--- src/rtl/serial_regbank.sv ---
module serial_regbank #(
  parameter int ADDR_W      = 7,
  parameter int DATA_W      = 16,
  parameter int NUM_REGS    = 128,
  parameter int SYNC_STAGES = 2,
  parameter int PINCFG_ADDR = 1,
  parameter int POR_SHIFT   = 5,
  parameter logic [DATA_W-1:0] POR_BASE = 'h5000
) (
  input  logic clk,
  input  logic rst_n,
  input  logic ser_clk,
  input  logic ser_dat,
  input  logic ser_le,
  input  logic pll_lock,
  output logic mux_pin,
  output logic cal_kick
);
  localparam int FRAME_W = 1 + ADDR_W + DATA_W;
  localparam logic [ADDR_W-1:0] PIN_IDX = ADDR_W'(PINCFG_ADDR);

  function automatic logic [DATA_W-1:0] por_val(input int a);
    por_val = POR_BASE ^ DATA_W'(a << POR_SHIFT);
  endfunction

  logic [SYNC_STAGES:0]   sck_q, le_q;
  logic [SYNC_STAGES-1:0] sdi_q;
  logic [FRAME_W-1:0]     shift_q;
  logic [DATA_W-1:0]      regs [NUM_REGS];
  logic [DATA_W-1:0]      rb_q, rd_word;
  logic                   kick_q;

  always_ff @(posedge clk or negedge rst_n) begin
    if (!rst_n) begin
      sck_q <= '0;
      le_q  <= '1;
      sdi_q <= '0;
    end else begin
      sck_q <= {sck_q[SYNC_STAGES-1:0], ser_clk};
      le_q  <= {le_q[SYNC_STAGES-1:0], ser_le};
      sdi_q <= {sdi_q[SYNC_STAGES-2:0], ser_dat};
    end
  end

  wire sck_s    = sck_q[SYNC_STAGES-1];
  wire sck_rise = sck_s & ~sck_q[SYNC_STAGES];
  wire sck_fall = ~sck_s & sck_q[SYNC_STAGES];
  wire le_s     = le_q[SYNC_STAGES-1];
  wire commit   = le_s & ~le_q[SYNC_STAGES];

  wire                is_rd   = shift_q[FRAME_W-1];
  wire [ADDR_W-1:0]   fr_addr = shift_q[FRAME_W-2:DATA_W];
  wire [DATA_W-1:0]   fr_data = shift_q[DATA_W-1:0];
  wire                in_map  = int'(fr_addr) < NUM_REGS;
  wire                wr_en   = commit & ~is_rd;
  wire                soft_rst = wr_en && (fr_addr == '0) && fr_data[0];

  always_ff @(posedge clk or negedge rst_n) begin
    if (!rst_n)                    shift_q <= '0;
    else if (sck_rise && !le_s)    shift_q <= {shift_q[FRAME_W-2:0], sdi_q[SYNC_STAGES-1]};
  end

  always_ff @(posedge clk or negedge rst_n) begin
    if (!rst_n) begin
      for (int i = 0; i < NUM_REGS; i++) regs[i] <= por_val(i);
    end else if (soft_rst) begin
      for (int i = 0; i < NUM_REGS; i++) regs[i] <= por_val(i);
    end else if (wr_en && in_map) begin
      regs[fr_addr] <= fr_data;
    end
  end

  assign rd_word = in_map ? regs[fr_addr] : '0;

  always_ff @(posedge clk or negedge rst_n) begin
    if (!rst_n) begin
      rb_q   <= '0;
      kick_q <= 1'b0;
    end else begin
      kick_q <= wr_en && (fr_addr == '0);
      if (commit)        rb_q <= is_rd ? rd_word : '0;
      else if (sck_fall) rb_q <= {rb_q[DATA_W-2:0], 1'b0};
    end
  end

  wire ld_en  = regs[PIN_IDX][0];
  wire rb_sel = regs[PIN_IDX][1];

  assign mux_pin  = rb_sel ? rb_q[DATA_W-1] : (ld_en & pll_lock);
  assign cal_kick = kick_q;
endmodule

--- config.mk ---
export PLATFORM = sky130hd
export DESIGN_NAME = serial_regbank
export DESIGN_NICKNAME = d
export VERILOG_FILES = /design/src/rtl/serial_regbank.sv
export SDC_FILE = /design/constraint.sdc
export NUM_CORES = 2
export LEC_CHECK = 0
export ABC_AREA = 1
export BUFFER_PORTS_ARGS = -buffer_cell sky130_fd_sc_hd__buf_2
export CORE_MARGIN = 4
export CORE_UTILIZATION = 60
export CTS_CLUSTER_DIAMETER = 60
export DETAILED_ROUTE_END_ITERATION = 10
export PLACE_DENSITY_LB_ADDON = 0.05
export SLEW_MARGIN = 10
export SYNTH_ARGS = -nofsm -noshare
export SYNTH_HDL_FRONTEND = slang
export SYNTH_SLANG_ARGS = --single-unit
--- constraint.sdc ---
create_clock -name clk -period 5.3 [get_ports clk]
set_input_delay 0.795 -clock clk [delete_from_list [all_inputs] [get_ports clk]]
set_output_delay 0.795 -clock clk [all_outputs]
set_load 0.03 [all_outputs]
== Yosys cells after proc, flatten, opt, wreduce, memory -nomap -nowiden ==
Cells that the tools add are included.

* Register bits: 2097
* Input bits: 6
* Logic and storage cells: 166

* $lt $le $gt $ge: 2
* Multiplexer cells: 12
* Reduce and logical (&&, ||, !) cells: 8
* Bitwise operators: 10

{| class="wikitable"
|+ Operators by type and width
! kind !! count
|-
| two-way mux 2048 bit || 2
|-
| bitwise mux 2048 bit || 1
|-
| binary-select mux 16 bit (select 7 bit) || 1
|-
| demux 16 bit (select 7 bit) || 1
|-
| two-way mux 16 bit || 6
|-
| greater-or-equal comparator 8 bit, second input constant || 1
|-
| less-than comparator 8 x 1 -> 1 bit, second input constant || 1
|-
| inverter 7 -> 8 bit || 1
|-
| zero test 7 bit || 1
|-
| bitwise AND 1 bit || 5
|-
| logical AND 1 bit || 4
|-
| inverter 1 bit || 4
|-
| nonzero test 2 bit || 2
|-
| zero test 1 bit || 1
|-
| two-way mux 1 bit || 1
|}

== Longest topological paths before layout ==
* Depth after elaboration: 8
* Depth in mapped cells: 17
* Depth with buffers taken out: 16

== Worst setup path after synthesis ==
OpenSTA, ideal clock, no wires.

* Path type: reg2reg
* Start point: reg le_q[1]
* End point: reg regs[757] in the netlist's numbering
* Slack: 3.140 ns
* Arrival: 2.025 ns
* Clock period less this slack: 2.160 ns
* Data required time: 5.165 ns
* Stages on the path, launching flop included: 12
* Path buffers: 2
* Cells stage by stage: dfstp_2 -> inv_1 -> nor2_2 -> inv_2 -> nor2_4 -> inv_4 -> buf_6 -> nor3_4 -> nand2_1 -> nand2_1 -> buf_2 -> o22ai_1

* Cells in the longest elaborated chain, start to end: 5
* Elaborated cells between the ends (all ways): 6

{| class="wikitable"
|+ RTL lines
! element !! RTL line !! source
|-
| start: declaration || 26 || <nowiki>logic [SYNC_STAGES:0] sck_q, le_q;</nowiki>
|-
| start signal: assignment || 40 || <nowiki>le_q <= {le_q[SYNC_STAGES-1:0], ser_le};</nowiki>
|-
| bitwise AND 1 bit * || 49 || <nowiki>wire commit = le_s & ~le_q[SYNC_STAGES];</nowiki>
|-
| bitwise AND 1 bit * || 55 || <nowiki>wire wr_en = commit & ~is_rd;</nowiki>
|-
| logical AND 1 bit (2 in a row) || 56 || <nowiki>wire soft_rst = wr_en && (fr_addr == '0) && fr_data[0];</nowiki>
|-
| two-way mux 2048 bit or nonzero test 2 bit (tied branches) || n/a ||
|-
| end signal: indexed assignment || 69 || <nowiki>regs[fr_addr] <= fr_data;</nowiki>
|-
| end: declaration || 29 || <nowiki>logic [DATA_W-1:0] regs [NUM_REGS];</nowiki>
|}

Every way passes the cells marked *; elsewhere a longest branch is shown, timed or not.
A chain may end at the register's enable or synchronous reset.

== Final worst setup path ==
* Start point: reg le_q[1]
* End point: reg regs[731] in the netlist's numbering

Same word-level chain as after synthesis.

==> flow_summary.toml <==
[cts]
h-tree-depth = 4
insertion_delay_ns = 0.87
cts_made_buffers = 217
cts_tree = "built"
cts_resized = 0
cts_buffer_depth = 3
clkTransAtPathRegs_ns = 0.07
cts_root_buffer = "clkbuf_16"
clock_sinks = 2097

[setup_path]
worst_ep_arrival_time_ns = 5.07
rrSetupSlack_ns = 0.98
r2r-end = "regs[731]"
cp.required_ns = 6.05
worst-path-buf-inv = 5
timing.rr.start = "le_q[1]"
path_class = "reg -> reg"
cp-endpoint = "regs[731]"
slowest_stage = "nand2_1"
max_stage_delay_ns = 0.76
worstSetupPathDepth = 13
critPathLaunchType = "flop"
worst_path_dominant_cell_family = "simple AND/OR/NAND/NOR gates"
cp-end-kind = "flop"
crit_chain = "inv_1 -> nor2_2 -> inv_2 -> nor2_4 -> inv_4 -> nor2_4 -> nand2_2 -> inv_2 -> nand2_8 -> buf_4 -> nand2_1 -> nor2_1 -> a21oi_1"
rr_worst_depth = 13
critPathLaunch = "le_q[1]"
crit_path_max_fanout = 69

[floorplan]
fp.coreArea_um2 = 165000
rows = 149
die_h_um = 415
die_area_um2 = 173000
ios = 8
start_util_pct = 60.3
die_w_um = 415

[timing]
timing.fmax_mhz = 232
fin_tns_setup_ns = 0
slew_headroom_pct = 12.7
skew_ns = 0.0251
rsz0062_at_grt = "false"
finalHoldViolCount = 0
worst_slew_pin_slew_ns = 1.31
min_period_ns = 4.32
drv_slew = 0
period_share_pct = 81.5
setup_viol = 0

[placement]
routabilityCongestion = 0.935
io_buffers = 7
place_area_um2 = 100000
hpwl_mm = 216
dp_cells = 13700

[power_and_ir_drop]
p_clk_share_pct = 43.2
internal_power_mw = 26.3
power_mw = 36.0
p_leak_nw = 53.2
p_per_area_nw_per_um2 = 335
p_sw_share_pct = 27.1
sequentialPowerShare_pct = 47.3
worst_ir_drop_vdd_uv = 331
pwr-share-comb_pct = 9.6
netSwitchingPower_mw = 9.76

[grt]
grt-ovfl-total = 0
track_usage_pct = 40.8
antenna_found_initial = 13
grt_pass1_wl_mm = 537
grt_max_degree = 164
grt_pass1_vias = 83700

[synthesis]
syn-num-nets = 12200
synth_edf_count = 0
yosysWarnings = 0
synthAdderAreaFrac_pct = 0
syn_area_per_cell_um2 = 8.16
netlist_area_um2 = 99600
synthTopCellsByCount = "nand2_1 (2695), inv_1 (2299), o22ai_1 (1696)"
syn_inst = 12200
synth-seq-cells = 2097
synth_simple_gate_area_share_pct = 18.4
yosysSeqAreaShare_pct = 53.6
muxShareOfSynthArea_pct = 0
synth_xor_area_share_pct = 0
synth_ff_type = "dfrtp_1"
synth_compound_area_share_pct = 14.9
synth_top_family_by_area = "simple AND/OR/NAND/NOR gates"
yosysTopAreaCell = "dfrtp_1"
async_flop_share_pct = 100
ys_types = 27
synth_most_common_cell = "nand2_1"
synth.top_cell.area_share_pct = 34.9
synthTopCellsByArea = "dfrtp_1 (35%), dfstp_2 (19%), o22ai_1 (11%), nand2_1 (10%), inv_1 (8.7%)"

[drt]
via_count = 87700
vias_per_cell = 6.22
firstDrtPassIters = 6
first_iter_violations = 11800
drtAntennaViolNets = 0
drc = 0
routedWlPerCell_um = 25.3
wl_mm = 357

[layout]
nNetsFinal = 11700
area_delta_synth_final_pct = 7.99
fin_area_um2 = 108000
fin_cells = 14100
drive_gt1_share_pct = 12.4

[min_path]
min_path_type = "in -> reg"

[run_status]
outcome = "finished, final reports clean"

[run]
max_cap_viol_count = 0
[cells by family (layout without fill, tap and decap cells)]
logic type | count (synthesis) | count (layout)
compound gates | 2490 | 2490
flops | 2097 | 2097
buf+inv | 3242 | 2939
simple gates | 4376 | 4376
other cells | 0 | 9
[what timing repair did]
action                                 CTS  global route
hold buffers                             3             0
endpoints found under the hold margin   15             0
setup buffers                            0             0
[per-layer routing]
| metal | vias up | track usage (%) | share of wire (%) |
|---|---|---|---|
| li1 | 38300 | - | - |
| met3 | 1006 | 8.88 | 11 |
| met4 | 2 | 21.1 | 6.0 |
| met5 | - | 0 | 0.0025 |
| met1 | 42900 | 57.9 | 40 |
| met2 | 5453 | 59.3 | 43 |
[sequential cells by signal, indices dropped and copies added (netlist names)]
signal and flops:
le_q 3, sck_q 3, regs 2046, sdi_q 2, rb_sel 1, rb_q 16, ld_en 1, cal_kick 1
shift_q 24
[final cells by class]
cell class / instances / area [µm²]
diodes: 9 / 22.5
clock buffers: 350 / 6600
clock inverters: 64 / 621
fillers: 14200 / 57500
inverters: 2323 / 8770
multi-input cells: 6866 / 33300
flip-flops and latches: 2097 / 53400
well taps: 2189 / 2740
repair buffers: 202 / 2080
[how the worst min path moves through the flow]
stage / start / endpoint / depth (start not counted)
3_3_place_gp: sck_q[0] / sck_q[1] / 0
4_1_cts: ser_dat / sdi_q[0] / 1
3_5_place_dp: sck_q[0] / sck_q[1] / 0
5_1_grt: ser_dat / sdi_q[0] / 1
6_report: ser_dat / sdi_q[0] / 1
2_1_floorplan: sck_q[0] / sck_q[1] / 0
[through the flow]
step                      worst slack [ns]  hold slack (ns)  utilization (%)
final                                0.981            0.148             65.2
after global routing                 0.886            0.127             65.2
after CTS                             1.09           0.0973             65.2
after detailed placement              1.12            0.347             60.8
after global placement                1.16            0.336             60.8
after floorplan                       3.14            0.331                -
[cells in the final DEF, fill, tap and decap left out, drive strengths merged]
cell type,synthesis,layout
dfrtp,1390,1390
dlygate4sd3,0,3
a31oi,1,1
dfstp,707,707
nand2,2809,2809
nand4,52,52
or2,37,37
clkbuf,425,350
nor3,16,16
diode,0,9
a21oi,204,204
inv,2320,2320
o21ai,485,485
clkinvlp,0,3
nand3,961,961
o211ai,104,104
buf,494,199
bufinv,0,9
nor2,501,501
o22ai,1696,1696
clkinv,3,55
[power by group through the flow]
stage,logic (mW),clock network [mW],registers [mW]
3_3_place_gp,3.29,0,17.3
5_1_grt,3.60,16.3,17.1
6_report,3.46,15.6,17.0
2_1_floorplan,1.76,0,17.2
4_1_cts,3.33,15.6,17.0
3_5_place_dp,3.33,0,17.3
Note: power is estimated with default switching activity, not from simulation.
